File: src/rtl/pll_seq_pkg.sv
package pll_seq_pkg;
  typedef enum logic [2:0] {
    ST_IDLE,
    ST_SLOW,
    ST_RST,
    ST_PROG,
    ST_BW,
    ST_REL,
    ST_WAIT,
    ST_NORM
  } seq_st_e;
endpackage

File: src/rtl/pll_legal_chk.sv
module pll_legal_chk #(
  parameter int NR_W        = 6,
  parameter int NF_W        = 13,
  parameter int NO_W        = 4,
  parameter int REF_MHZ     = 24,
  parameter int VCO_MIN_MHZ = 440,
  parameter int VCO_MAX_MHZ = 2200,
  parameter int OUT_MIN_MHZ = 30,
  parameter int OUT_MAX_MHZ = 2200
) (
  input  logic [NR_W-1:0] nr_i,
  input  logic [NF_W-1:0] nf_i,
  input  logic [NO_W-1:0] no_i,
  output logic            legal_o
);
  logic [31:0] vco_x, rr, rd;
  logic        nz, vco_ok, out_ok, no_ok;

  // compare by cross-multiplying, no divider in the check path
  always_comb begin
    vco_x  = 32'(REF_MHZ) * 32'(nf_i);
    rr     = 32'(nr_i);
    rd     = 32'(nr_i) * 32'(no_i);
    nz     = (nr_i != '0) && (nf_i != '0) && (no_i != '0);
    vco_ok = (vco_x >= 32'(VCO_MIN_MHZ) * rr) && (vco_x <= 32'(VCO_MAX_MHZ) * rr);
    out_ok = (vco_x >= 32'(OUT_MIN_MHZ) * rd) && (vco_x <= 32'(OUT_MAX_MHZ) * rd);
    no_ok  = (no_i == NO_W'(1)) || !no_i[0];
    legal_o = nz && vco_ok && out_ok && no_ok;
  end
endmodule

File: src/rtl/pll_cfg_bank.sv
module pll_cfg_bank #(
  parameter int NPLL  = 4,
  parameter int NR_W  = 6,
  parameter int NF_W  = 13,
  parameter int NO_W  = 4,
  parameter int BW_W  = 12,
  parameter int SEL_W = 2
) (
  input  logic                 clk_i,
  input  logic                 rst_ni,
  input  logic [SEL_W-1:0]     sel_i,
  input  logic                 mode_clr_i,
  input  logic                 mode_set_i,
  input  logic                 rst_set_i,
  input  logic                 rst_clr_i,
  input  logic                 prog_i,
  input  logic                 bw_wr_i,
  input  logic [NR_W-1:0]      nr_m1_i,
  input  logic [NF_W-1:0]      nf_m1_i,
  input  logic [NO_W-1:0]      no_m1_i,
  input  logic [BW_W-1:0]      bw_i,
  output logic [NPLL-1:0]      mode_o,
  output logic [NPLL-1:0]      rst_o,
  output logic [NPLL*NR_W-1:0] nr_o,
  output logic [NPLL*NF_W-1:0] nf_o,
  output logic [NPLL*NO_W-1:0] no_o,
  output logic [NPLL*BW_W-1:0] bw_o
);
  for (genvar g = 0; g < NPLL; g++) begin : g_pll
    logic hit;
    logic            mode_q, rst_q;
    logic [NR_W-1:0] nr_q;
    logic [NF_W-1:0] nf_q;
    logic [NO_W-1:0] no_q;
    logic [BW_W-1:0] bw_q;

    assign hit = (sel_i == SEL_W'(g));

    always_ff @(posedge clk_i or negedge rst_ni) begin
      if (!rst_ni) begin
        mode_q <= 1'b0;
        rst_q  <= 1'b0;
        nr_q   <= '0;
        nf_q   <= '0;
        no_q   <= '0;
        bw_q   <= '0;
      end else if (hit) begin
        if (mode_clr_i) mode_q <= 1'b0;
        if (mode_set_i) mode_q <= 1'b1;
        if (rst_set_i)  rst_q  <= 1'b1;
        if (rst_clr_i)  rst_q  <= 1'b0;
        if (prog_i) begin
          nr_q <= nr_m1_i;
          nf_q <= nf_m1_i;
          no_q <= no_m1_i;
        end
        if (bw_wr_i) bw_q <= bw_i;
      end
    end

    assign mode_o[g]              = mode_q;
    assign rst_o[g]               = rst_q;
    assign nr_o[g*NR_W +: NR_W]   = nr_q;
    assign nf_o[g*NF_W +: NF_W]   = nf_q;
    assign no_o[g*NO_W +: NO_W]   = no_q;
    assign bw_o[g*BW_W +: BW_W]   = bw_q;
  end
endmodule

File: src/rtl/pll_rate_calc.sv
module pll_rate_calc #(
  parameter int NR_W    = 6,
  parameter int NF_W    = 13,
  parameter int NO_W    = 4,
  parameter int REF_MHZ = 24,
  parameter int RATE_W  = 19
) (
  input  logic              mode_i,
  input  logic [NR_W-1:0]   nr_m1_i,
  input  logic [NF_W-1:0]   nf_m1_i,
  input  logic [NO_W-1:0]   no_m1_i,
  output logic [RATE_W-1:0] rate_o
);
  logic [31:0] num, den, quo;

  always_comb begin
    num = 32'(REF_MHZ) * (32'(nf_m1_i) + 32'd1);
    den = (32'(nr_m1_i) + 32'd1) * (32'(no_m1_i) + 32'd1);
    quo = num / den;
    rate_o = mode_i ? RATE_W'(quo) : RATE_W'(REF_MHZ);
  end
endmodule

File: src/rtl/pll_reprog_ctrl.sv
module pll_reprog_ctrl
  import pll_seq_pkg::*;
#(
  parameter int NPLL        = 4,
  parameter int NR_W        = 6,
  parameter int NF_W        = 13,
  parameter int NO_W        = 4,
  parameter int BW_W        = 12,
  parameter int TO_W        = 16,
  parameter int REF_MHZ     = 24,
  parameter int VCO_MIN_MHZ = 440,
  parameter int VCO_MAX_MHZ = 2200,
  parameter int OUT_MIN_MHZ = 30,
  parameter int OUT_MAX_MHZ = 2200,
  localparam int SEL_W      = (NPLL > 1) ? $clog2(NPLL) : 1,
  localparam int RATE_W     = NF_W + 6
) (
  input  logic                 clk_i,
  input  logic                 rst_ni,
  input  logic                 bwadj_en_i,
  input  logic [TO_W-1:0]      timeout_i,
  input  logic                 req_valid_i,
  input  logic [SEL_W-1:0]     req_pll_i,
  input  logic [NR_W-1:0]      req_nr_i,
  input  logic [NF_W-1:0]      req_nf_i,
  input  logic [NO_W-1:0]      req_no_i,
  input  logic [NPLL-1:0]      lock_i,
  input  logic [SEL_W-1:0]     rate_sel_i,
  output logic                 busy_o,
  output logic                 err_illegal_o,
  output logic                 err_timeout_o,
  output logic [NPLL-1:0]      mode_o,
  output logic [NPLL-1:0]      pll_rst_o,
  output logic [NPLL*NR_W-1:0] cfg_nr_o,
  output logic [NPLL*NO_W-1:0] cfg_no_o,
  output logic [NPLL*NF_W-1:0] cfg_nf_o,
  output logic [NPLL*BW_W-1:0] cfg_bw_o,
  output logic [RATE_W-1:0]    rate_mhz_o
);
  seq_st_e          st_q;
  logic [SEL_W-1:0] sel_q;
  logic [NR_W-1:0]  nr_q;
  logic [NF_W-1:0]  nf_q;
  logic [NO_W-1:0]  no_q;
  logic [TO_W-1:0]  cnt_q;
  logic             busy_q, err_ill_q, err_to_q;
  logic             legal;

  pll_legal_chk #(
    .NR_W(NR_W), .NF_W(NF_W), .NO_W(NO_W), .REF_MHZ(REF_MHZ),
    .VCO_MIN_MHZ(VCO_MIN_MHZ), .VCO_MAX_MHZ(VCO_MAX_MHZ),
    .OUT_MIN_MHZ(OUT_MIN_MHZ), .OUT_MAX_MHZ(OUT_MAX_MHZ)
  ) u_legal (
    .nr_i    (req_nr_i),
    .nf_i    (req_nf_i),
    .no_i    (req_no_i),
    .legal_o (legal)
  );

  always_ff @(posedge clk_i or negedge rst_ni) begin
    if (!rst_ni) begin
      st_q      <= ST_IDLE;
      sel_q     <= '0;
      nr_q      <= '0;
      nf_q      <= '0;
      no_q      <= '0;
      cnt_q     <= '0;
      busy_q    <= 1'b0;
      err_ill_q <= 1'b0;
      err_to_q  <= 1'b0;
    end else begin
      unique case (st_q)
        ST_IDLE: if (req_valid_i) begin
          err_to_q  <= 1'b0;
          err_ill_q <= !legal;
          if (legal) begin
            sel_q  <= req_pll_i;
            nr_q   <= req_nr_i;
            nf_q   <= req_nf_i;
            no_q   <= req_no_i;
            busy_q <= 1'b1;
            st_q   <= ST_SLOW;
          end
        end
        ST_SLOW: st_q <= ST_RST;
        ST_RST:  st_q <= ST_PROG;
        ST_PROG: st_q <= ST_BW;
        ST_BW:   st_q <= ST_REL;
        ST_REL: begin
          cnt_q <= '0;
          st_q  <= ST_WAIT;
        end
        ST_WAIT: begin
          if (lock_i[sel_q]) begin
            st_q <= ST_NORM;
          end else if (cnt_q >= timeout_i) begin
            err_to_q <= 1'b1;
            busy_q   <= 1'b0;
            st_q     <= ST_IDLE;
          end else begin
            cnt_q <= cnt_q + TO_W'(1);
          end
        end
        ST_NORM: begin
          busy_q <= 1'b0;
          st_q   <= ST_IDLE;
        end
        default: st_q <= ST_IDLE;
      endcase
    end
  end

  logic [BW_W-1:0] bw_val;
  assign bw_val = BW_W'((nf_q >> 1) - NF_W'(1));

  pll_cfg_bank #(
    .NPLL(NPLL), .NR_W(NR_W), .NF_W(NF_W), .NO_W(NO_W), .BW_W(BW_W), .SEL_W(SEL_W)
  ) u_bank (
    .clk_i      (clk_i),
    .rst_ni     (rst_ni),
    .sel_i      (sel_q),
    .mode_clr_i (st_q == ST_SLOW),
    .mode_set_i (st_q == ST_NORM),
    .rst_set_i  (st_q == ST_RST),
    .rst_clr_i  (st_q == ST_REL),
    .prog_i     (st_q == ST_PROG),
    .bw_wr_i    ((st_q == ST_BW) && bwadj_en_i),
    .nr_m1_i    (nr_q - NR_W'(1)),
    .nf_m1_i    (nf_q - NF_W'(1)),
    .no_m1_i    (no_q - NO_W'(1)),
    .bw_i       (bw_val),
    .mode_o     (mode_o),
    .rst_o      (pll_rst_o),
    .nr_o       (cfg_nr_o),
    .nf_o       (cfg_nf_o),
    .no_o       (cfg_no_o),
    .bw_o       (cfg_bw_o)
  );

  pll_rate_calc #(
    .NR_W(NR_W), .NF_W(NF_W), .NO_W(NO_W), .REF_MHZ(REF_MHZ), .RATE_W(RATE_W)
  ) u_rate (
    .mode_i  (mode_o[rate_sel_i]),
    .nr_m1_i (cfg_nr_o[rate_sel_i*NR_W +: NR_W]),
    .nf_m1_i (cfg_nf_o[rate_sel_i*NF_W +: NF_W]),
    .no_m1_i (cfg_no_o[rate_sel_i*NO_W +: NO_W]),
    .rate_o  (rate_mhz_o)
  );

  assign busy_o        = busy_q;
  assign err_illegal_o = err_ill_q;
  assign err_timeout_o = err_to_q;
endmodule

File: config.mk
export PLATFORM = sky130hd
export DESIGN_NAME = pll_reprog_ctrl
export DESIGN_NICKNAME = d
export VERILOG_FILES = /design/src/rtl/pll_seq_pkg.sv /design/src/rtl/pll_legal_chk.sv /design/src/rtl/pll_cfg_bank.sv /design/src/rtl/pll_rate_calc.sv /design/src/rtl/pll_reprog_ctrl.sv
export SDC_FILE = /design/constraint.sdc
export NUM_CORES = 1
export LEC_CHECK = 0
export ABC_AREA = 1
export BUFFER_PORTS_ARGS = -buffer_cell sky130_fd_sc_hd__buf_2
export CAP_MARGIN = 10
export CORE_ASPECT_RATIO = 1.4
export CORE_MARGIN = 1.5
export CORE_UTILIZATION = 50
export CTS_BUF_LIST = sky130_fd_sc_hd__clkbuf_16
export CTS_CLUSTER_DIAMETER = 30
export CTS_CLUSTER_SIZE = 40
export DETAILED_ROUTE_END_ITERATION = 10
export GPL_TIMING_DRIVEN = 0
export PLACE_DENSITY = 0.67
export SYNTH_ARGS = -nofsm -noshare
export SYNTH_HDL_FRONTEND = slang
export SYNTH_SLANG_ARGS = --single-unit
File: constraint.sdc
create_clock -name clk_i -period 426.5 [get_ports clk_i]
set_input_delay 85.3 -clock clk_i [delete_from_list [all_inputs] [get_ports clk_i]]
set_output_delay 85.3 -clock clk_i [all_outputs]
set_load 0.005 [all_outputs]
==> metrics.md <==
| Metric | Value |
|---|---|
| Fmax | `about 0.0037 GHz` |
| Delay of the slowest cell on the worst path | `730 ps` |
| DP HPWL | `around 110,000 um` |
| CTS Hold Buffers Added | `0` |
| Io pins | `~220` |
| Asr flop ratio synth | `100.0%` |
| Fin crit share | `63.00%` |
| Inserted Diodes | `0` |
| # port buffers | `around 220` |
| CTS tree | `built` |
| Drt first-iter violations | `2,616` |
| Minimum clock period | `268,710 ps` |
| Post-synth top area cell | `ha_1` |
| Die span in y | `352.0 um` |
| Die Area | `88,810 um^2` |
| CTS clk-pin slew, worst paths | `roughly 80 ps` |
| Initial Utilization | `just over 50%` |
| WL final | `approximately 130,000 um` |
| Vias in the first global route | `about 43,000` |
| # setup viols final | `0` |
| Clk_skew | `around 18 ps` |
| Vias | `44,620` |
| Width of the die | `252.3 um` |
| Post-synth EDFFs | `0` |
| CP max FO | `31` |
| Most numerous cell in the Yosys netlist | `nand2_1` |
| Fin nets | `approximately 7,800` |
| Layout area overhead | `7.826%` |
| Core Rows | `around 130` |
| Clock Root Buffer | `clkbuf_16` |
| Worst-margin pin slew | `1001 ps` |
| Synth unique cells | `84` |
| Min-Delay Path Class | `reg -> reg` |
| Worst EP arrival | `183,410 ps` |
| Grt ovf | `0` |
| H-tree levels | `4` |
| CP startpoint | `rate_sel_i[1]` |
| Final hold vios | `0` |
| Top_reg_cell synth | `dfrtp_1` |
| RSZ-0062 raised after global routing | `no` |
| Layout cell share with drive strength beyond 1 | `10.83%` |
| Area of the core | `85,970 um^2` |
| Avg Cell Area, Syn | `6.338 um^2` |
| Pins Over Slew Limit | `0` |
| Cells taking the most area after synthesis | `ha_1 (17%), nand2_1 (15%), dfrtp_1 (11%)` |
| FF-to-FF Start | `cnt_q[0]` |
| Post-CTS setup buffer count | `0` |
| WS Path Type | `in -> out` |
| Num CTS Buffers | `17` |
| Seq/Total Area, Yosys | `11.22%` |
| Commonest cells in the synthesized netlist | `nand2_1 (1,750), inv_1 (1,030), ha_1 (601)` |
| Clk buf depth | `2` |
| Clock latency on the worst-skew pair | `460 ps` |
| FILL cells | `8,818` |
| TritonRoute pass-1 iters | `8` |
| Synth warn | `0` |
| Cell Area, Synth | `43,510 um^2` |
| Overall Global Routing Usage | `29.73%` |
| Post-route ant nets | `0` |
| Post-DR wirelength/cell | `16.19 um` |
| Top cell type's share of synthesized area | `17.28%` |
| Largest net degree at the start of global routing | `123` |
| CTS resizes | `0` |
| Remaining DRCs | `0` |
| Post-route setup TNS | `0 ps` |
| Top cell by count, worst path | `nand2_1` |
| Vias per inst | `approximately 5.4` |
| Synth Register Bits | `195` |
| Worst setup EP type | `output pin` |
| Startpoint types | `primary input` |
| Max-Slew Margin vs Limit | `33.05%` |
| Max-cap violations | `0` |
| Clock sink total | `195` |
| GP Congestion | `0.9595` |
| First-pass GRT wire length | `216,400 um` |
| Status | `finished, final reports clean` |
| Hold path start | `u_bank.g_pll[3].bw_q[7]` |
| Slowest-stage cell, CP | `nand2_2` |
| Worst path required time | `341,200 ps` |
| Post-Syn Instances | `6,864` |
| Initial antenna violation count | `0` |
-- placed cells by master (no fill, tap or decap), types with 44 or more instances in the layout --
cell type | Yosys | layout
a21oi_1 | 381 | 381
buf_2 | 3 | 219
clkbuf_1 | 68 | 68
dfrtp_1 | 195 | 195
fa_1 | 64 | 64
ha_1 | 601 | 601
inv_1 | 1030 | 1025
nand2_1 | 1750 | 1747
nand2_2 | 116 | 119
nand3_1 | 377 | 377
nand3_2 | 77 | 77
nand4_1 | 150 | 150
nor2_1 | 545 | 544
nor2_2 | 51 | 51
nor3_1 | 60 | 60
o21ai_0 | 447 | 447
o21ai_1 | 44 | 44
xnor2_1 | 127 | 125
xor2_1 | 252 | 252
-- per-stage QoR --
stage | setup WS, ps | instances | area [um^2] | hold WS [ps] | utilization (%)
CTS | 157890 | 8289 | 46910 | 485.9 | 54.57
global route | 146640 | 8289 | 46910 | 498.2 | 54.57
detailed placement | 158140 | 8257 | 46310 | 454.4 | 53.87
floorplan | 175710 | 6869 | 43520 | 442.1 | -
finish | 157790 | 8289 | 46910 | 486.0 | 54.57
global placement | 157160 | 8247 | 46060 | 454.7 | 53.58
-- worst max-delay path, delay by kind of cell --
family	cells	cell delay, ps
adders and majority gates	35	12000
xor gates and xnor gates	2	800
and+or+nand+nor	209	26490
muxes	1	330
AOI/OAI and AO/OA	188	36520
buffers and inverters	139	21820
-- cell families after synthesis --
logic type	Yosys count	share of synthesized area (%)
other cells	1	0.008620
compound gates	1085	13.91
fa+ha+maj	665	20.23
mux	2	0.04889
buf+inv	1212	11.30
simple gates	3322	35.55
flops	195	11.22
xor+xnor	382	7.742
-- area by class of cell --
class	count	area, um^2	share of cell area (%)
tap	1161	1453	3.097
inverter	1094	4123	8.789
clock buffer	17	425.4	0.9069
buffer	118	794.5	1.694
timing repair buffer	227	1294	2.758
multi-input combinational	5462	33760	71.98
clock inverter	15	176.4	0.3761
sequential	195	4880	10.40
-- final timing paths --
path / end / slack [ps] / depth (start not counted)
setup / recovery: rate_mhz_o[0] / 157790 / 574
setup reg to reg: cnt_q[14] / 422180 / 22
hold reg to reg: u_bank.g_pll[3].bw_q[7] / 490 / 2
hold / removal: u_bank.g_pll[3].bw_q[7] / 490 / 2
max in group asynchronous: u_bank.g_pll[0].nf_q[2] / 340610 / 2
min in group asynchronous: cnt_q[7] / 84770 / 1
-- metal layers --
metal	wire, um	share of wire, %	GRT usage (%)	vias up
li1	-	-	-	22800
met1	52420	39	31.94	20500
met2	70360	52	57.93	1038
met3	4892	3.6	2.372	284
met4	6524	4.9	13.51	0
met5	0	0	0	-
-- sequential cells by signal (all words and copies together), names as in the netlist --
signal               cells
err_illegal_o            1
busy_o                   1
u_bank.g_pll.nf_q       52
u_bank.g_pll.nr_q       24
nf_q                    13
u_bank.g_pll.no_q       16
sel_q                    2
err_timeout_o            1
u_bank.g_pll.mode_q      4
u_bank.g_pll.rst_q       4
nr_q                     6
no_q                     4
u_bank.g_pll.bw_q       48
cnt_q                   16
st_q                     3
Power is not shown: default switching activity piles up to over one toggle a cycle in this logic, so the estimate is an artifact.
